File: src/rtl/seg_refresh_writer.sv
module seg_refresh_writer #(
  parameter int NUM_DIGITS   = 4,
  parameter int SETUP_CYCLES = 2,
  parameter int PULSE_CYCLES = 4
) (
  input  logic                    clk,
  input  logic                    rst,
  input  logic                    tick_i,
  input  logic [NUM_DIGITS*4-1:0] digits_i,
  output logic [6:0]              seg_o,
  output logic [NUM_DIGITS-1:0]   wen_o,
  output logic                    dot_o
);
  localparam int IDX_W   = (NUM_DIGITS > 1) ? $clog2(NUM_DIGITS) : 1;
  localparam int CNT_MAX = (SETUP_CYCLES > PULSE_CYCLES) ? SETUP_CYCLES : PULSE_CYCLES;
  localparam int CNT_W   = $clog2(CNT_MAX + 1);
  localparam logic [IDX_W-1:0] LAST_IDX = IDX_W'(NUM_DIGITS - 1);

  typedef enum logic [1:0] {PH_IDLE, PH_SETUP, PH_PULSE} phase_t;

  phase_t           phase_q;
  logic [IDX_W-1:0] idx_q;
  logic [CNT_W-1:0] cnt_q;
  logic [6:0]       seg_q;
  logic [3:0]       cur_bcd;

  function automatic logic [6:0] bcd_to_seg(input logic [3:0] v);
    case (v)
      4'd0: bcd_to_seg = 7'h3F;
      4'd1: bcd_to_seg = 7'h06;
      4'd2: bcd_to_seg = 7'h5B;
      4'd3: bcd_to_seg = 7'h4F;
      4'd4: bcd_to_seg = 7'h66;
      4'd5: bcd_to_seg = 7'h6D;
      4'd6: bcd_to_seg = 7'h7D;
      4'd7: bcd_to_seg = 7'h07;
      4'd8: bcd_to_seg = 7'h7F;
      4'd9: bcd_to_seg = 7'h6F;
      default: bcd_to_seg = 7'h00;
    endcase
  endfunction

  assign cur_bcd = digits_i[int'(idx_q)*4 +: 4];

  always_ff @(posedge clk) begin
    if (rst) begin
      phase_q <= PH_IDLE;
      idx_q   <= '0;
      cnt_q   <= '0;
      seg_q   <= '0;
    end else begin
      case (phase_q)
        PH_IDLE: if (tick_i) begin
          seg_q   <= bcd_to_seg(cur_bcd);
          cnt_q   <= '0;
          phase_q <= PH_SETUP;
        end
        PH_SETUP: begin
          if (cnt_q == CNT_W'(SETUP_CYCLES - 1)) begin
            cnt_q   <= '0;
            phase_q <= PH_PULSE;
          end else begin
            cnt_q <= cnt_q + 1'b1;
          end
        end
        PH_PULSE: begin
          if (cnt_q == CNT_W'(PULSE_CYCLES - 1)) begin
            cnt_q   <= '0;
            phase_q <= PH_IDLE;
            idx_q   <= (idx_q == LAST_IDX) ? '0 : idx_q + 1'b1;
          end else begin
            cnt_q <= cnt_q + 1'b1;
          end
        end
        default: phase_q <= PH_IDLE;
      endcase
    end
  end

  always_comb begin
    wen_o = '0;
    if (phase_q == PH_PULSE) wen_o[idx_q] = 1'b1;
  end

  assign seg_o = seg_q;
  assign dot_o = |wen_o;
endmodule

File: config.mk
export PLATFORM = sky130hd
export DESIGN_NAME = seg_refresh_writer
export DESIGN_NICKNAME = d
export VERILOG_FILES = /design/src/rtl/seg_refresh_writer.sv
export SDC_FILE = /design/constraint.sdc
export NUM_CORES = 1
export LEC_CHECK = 0
export BUFFER_PORTS_ARGS = -buffer_cell sky130_fd_sc_hd__buf_2
export CORE_ASPECT_RATIO = 1.1
export CORE_UTILIZATION = 35
export CTS_CLUSTER_SIZE = 10
export DETAILED_ROUTE_END_ITERATION = 12
export PLACE_DENSITY_LB_ADDON = 0.3
export SKIP_LAST_GASP = 1
export SLEW_MARGIN = 10
export SYNTH_ARGS = -nofsm -noshare
export SYNTH_HDL_FRONTEND = slang
export SYNTH_SLANG_ARGS = --single-unit
File: constraint.sdc
create_clock -name clk -period 5.6 [get_ports clk]
set_input_delay 0 -clock clk [delete_from_list [all_inputs] [get_ports clk]]
set_output_delay 0 -clock clk [all_outputs]
set_load 0.02 [all_outputs]
# Yosys cells after proc, flatten, opt, wreduce, memory -nomap -nowiden
# Memory sizes are Yosys's and may differ from the RTL's. A register that Yosys moved wholly into a read port is not among the register bits.
# Cells that the tools add are included.
# classes
n_addsub,2
n_lt_le_gt_ge,2
eq_ne,8
shift,1
n_mux,12
reduce_logical,8
# op_table
op,n
indexed part select 16 x 5 -> 4 bit,1
2-to-1 mux 3 bit,3
one-hot mux 3 bit (3 select lines),1
2-to-1 mux 2 bit,4
inequality test 2 bit (second input constant),3
one-hot mux 2 bit (3 select lines),1
AND reduction 2 bit,3
equality test 2 bit (second input constant),2
2-to-1 mux 4 bit,1
OR reduction 4 bit,1
adder 3 x 1 -> 3 bit (second input constant),1
equality test 3 x 1 -> 1 bit (second input constant),1
equality test 3 x 2 -> 1 bit (second input constant),1
less-than comparator 2 x 3 -> 1 bit (second input constant),1
AND reduction 3 bit,1
nonzero test 3 bit,1
adder 2 x 1 -> 2 bit (second input constant),1
demux 1 bit (select 2 bit),1
equality test 2 x 1 -> 1 bit (second input constant),1
greater-or-equal comparator 2 x 1 -> 1 bit (second input constant),1
logical NOT 2 bit,1
logical AND 1 bit,1
2-to-1 mux 1 bit,1
# totals
reg_bits,7
romBits,112
in_bits,19
out_inout_bits,12
wordCells,37
mem_count,1
# memory_table
name,words,width,read_ports,rd_clocked_by_memory_dff,wr,line,rtl
(name not given),16,7,1,1,0,28,case (v)

# Logic depth before layout (Yosys ltp)
# logic_depth
word_depth,6
depth_mapped,8
ltp_nobuf,7

# Worst setup path before layout
# No wires, ideal clock.
# synth_path
path_kind,register to register
from,register idx_q[0]
to,"register seg_q[3], in the netlist seg_o[3]"
setup_ns,0.130
arrival_ns,1.873
required_ns,5.470
slack_ns,3.597
path_stages_with_launch,7
n_path_buf,1
period_less_slack_ns,2.003
cell_sequence,dfxtp_1 -> buf_6 -> mux4_1 -> inv_1 -> ha_1 -> a2111oi_0 -> nor3_1
# synth_via
elab_chain_len,1
# synth_rtl
item,line,rtl
"start, declared",22,logic [IDX_W-1:0] idx_q;
"start signal, assigned",70,idx_q <= (idx_q == LAST_IDX) ? '0 : idx_q + 1'b1;
indexed part select 16 x 5 -> 4 bit,43,assign cur_bcd = digits_i[int'(idx_q)*4 +: 4];
"end, declared",24,logic [6:0] seg_q;
# Every way passes these cells.
# A chain may end at the register's enable or synchronous reset.

# Worst setup path after layout
# Same ends and word-level chain as after synthesis.

==> results.cfg <==
[outcome]
status = finished clean

[hold_path]
holdPathEnd = seg_o[0]
min_path_type = in -> reg
hold_start = rst
min_path_cells = 2

[synthesis]
muxShareOfSynthArea_pct = 11.3
ys_seq_elements = 14
synth_compound_area_share_pct = 14.5
ys_types = 31
yosysWarnings = 0
synth-edff-count = 0
synth_ff_type = dfxtp_1
synth_xor_xnor_area_share_pct = 0.797
syn-mean-instance-area_sq_um = 9.08
ys_seq_area_share_pct = 25.5
synthArstFlopShare_pct = 0
synth_area_sq_mm = 0.00110
synth_top_family_by_area = adder cells
syn-num-nets = 159
synthSimpleGateAreaFrac_pct = 18.1
synth_fa_ha_area_share_pct = 21.6
postSynthCellCount = 121

[sta]
finalCritPeriodShare_pct = 40.0
whs_ns = 0.0403
fmax_mhz = 447
finalSetupViolations = 0
final.min_clock_period_ns = 2.24
rsz0062_at_grt = no
hold_viol_final = 0
slew_headroom_pct = 68.3
drv_slew = 0
fin_setup_tns_ns = 0
max_slew.worst_pin.slew_ns = 0.476
skew_ns = 0.00334

[worst_setup_path]
r2r_setup_slack_ns = 3.36
cp_max_fo = 9
cp.arrival_ns = 2.41
regToRegEndpoint = seg_o[3]
startpoint = idx_q[0]
r2r_cells = 5
required_ns = 5.77
cp-start-kind = flop
worstSetupPathType = reg -> reg
r2r-start = idx_q[0]
endpoint_kind = flop

[routing]
firstDrtPassIters = 4
detail_route.wl_per_cell_um = 12.1
drtIter0Drc = 14
wl_mm = 2.22
routed_via_density = 5.14
drc = 0
antenna_left = 0
vias = 941

[layout]
multi_input_area_sq_um = 728
num-nets-final = 189
fin_cells = 183
drive_gt1_share_pct = 28.0
nFillCells = 292
area_growth_pct = 17.0
num_antenna_cells = 0
seqCellArea_sq_um = 280
finish.utilization_pct = 44.7

[floorplanning]
io-pin-count = 31
die_h_um = 60.8
dieArea_sq_mm = 0.00337
initial_utilization_pct = 38.2
core_area_sq_mm = 0.00288
rows = 20
dieWidth_um = 55.4

[global_routing]
antenna_found_initial = 0
grt_max_degree = 14
grt_pass1_wl_mm = 3.87
grt_pass1_vias = 934
grt_usage_pct = 14.8
grt-ovfl-total = 0

[pwr]
p_clk_share_pct = 20.4
leakage_nw = 0.592
seqPwrFrac_pct = 35.4
combPwrFrac_pct = 44.2
switching_share_pct = 39.9
vdd_ir_drop_max_uv = 196
p_per_area_mw_per_mm2 = 284
p_switching_uw = 146
p_int_uw = 220

[clock_tree]
clock_path_buffers = 2
ctsResizeCount = 0
path_clk_slew_ns = 0.09
cts_buffers = 3
cts_setup_buffers = 0
clock_latency_ns = 0.28
cts-root-buf = clkbuf_4
cts_num_sinks = 14
cts_tree = built
cts-hold-fix-buffers = 0
htreeDepth = 1

[placed_design]
hpwl_mm = 1.81
io_buffers = 30
placed_cells = 179
place_congestion = 0.780

[flow_run]
maxCapViolCount = 0
## registers in the layout, indices dropped and copies added (netlist names)
register  count
seg_o         7
cnt_q         3
phase_q       2
idx_q         2
## logic make-up after synthesis
| kind of cell | Yosys count |
|---|---|
| XOR/XNOR | 1 |
| multiplexers | 7 |
| AO/OA/AOI/OAI | 22 |
| flip-flops | 14 |
| adder cells (fa/ha/maj) | 19 |
| buffers and inverters | 18 |
| AND/OR/NAND/NOR | 40 |
## power groups by stage
| stage | clock network [mW] | logic, mW | registers, mW |
|---|---|---|---|
| after CTS | 0.0772 | 0.163 | 0.130 |
| final | 0.0744 | 0.162 | 0.129 |
| after detailed placement | 0 | 0.162 | 0.132 |
| after global placement | 0 | 0.158 | 0.131 |
| after global routing | 0.0844 | 0.182 | 0.131 |
| after floorplan | 0 | 0.106 | 0.145 |
## synthesized netlist by cell type, types with 2 or more instances
cell / n / area share (%)
dfxtp_1: 14 / 26
clkbuf_1: 2 / 0.68
o21ai_0: 5 / 2.3
buf_6: 3 / 3.1
nand3_1: 2 / 0.91
nor3_1: 4 / 1.8
nand2_1: 10 / 3.4
a21oi_1: 7 / 3.2
nor2_1: 11 / 3.8
nand2b_1: 2 / 1.1
ha_1: 19 / 22
and2_1: 5 / 2.8
inv_1: 13 / 4.4
nor2b_1: 2 / 1.1
mux4_2: 3 / 6.1
nand4b_1: 2 / 1.6
mux2i_1: 3 / 2.7
## critical path, cell delays in order (launching register included)
cell       delay [ns]
dfxtp_1          0.57
mux4_1           0.66
inv_1            0.16
ha_1             0.27
a2111oi_0        0.39
nor3_1           0.07
## routing by layer
layer,part of all wire (%),track usage (%),up-vias
met5,0,0,-
met4,0,5.00,0
met3,3.0,4.90,0
met2,58,30.8,14
met1,39,13.5,451
li1,-,-,476
## layout make-up
cell class | count | share of cell area, %
Clock buffer | 4 | 2.82
Inverter | 13 | 3.80
Multi-Input combinational cell | 89 | 56.7
Sequential cell | 14 | 21.8
Tap cell | 33 | 3.21
Timing Repair Buffer | 30 | 11.7
## cells in the final DEF (no fill, tap or decap), types with 2 or more instances in the layout
| cell | n |
|---|---|
| dfxtp_1 | 14 |
| nor2b_1 | 2 |
| nand3_1 | 2 |
| and2_1 | 5 |
| buf_2 | 30 |
| inv_1 | 13 |
| nor2_1 | 11 |
| clkbuf_4 | 3 |
| nand4b_1 | 2 |
| o21ai_0 | 5 |
| mux4_2 | 3 |
| a21oi_1 | 7 |
| ha_1 | 19 |
| nand2_1 | 10 |
| nand2b_1 | 2 |
| nor3_1 | 4 |
| mux2i_1 | 3 |
## metrics by stage
stage	setup WS, ns	instance area, sq um	total power [mW]
2_1_floorplan	3.60	1100	0.251
3_3_place_gp	3.41	1250	0.289
3_5_place_dp	3.36	1250	0.294
4_1_cts	3.35	1280	0.370
5_1_grt	3.15	1280	0.398
6_report	3.36	1280	0.365
## how the worst max path moves through the flow
stage / end / slack (ns) / depth (start not counted)
floorplan: seg_o[3] / 3.60 / 6
CTS: seg_o[3] / 3.35 / 5
detailed placement: seg_o[3] / 3.36 / 5
global placement: seg_o[3] / 3.41 / 5
global route: seg_o[3] / 3.15 / 5
finish: seg_o[3] / 3.36 / 5
Power figures use the tool's default switching activity.
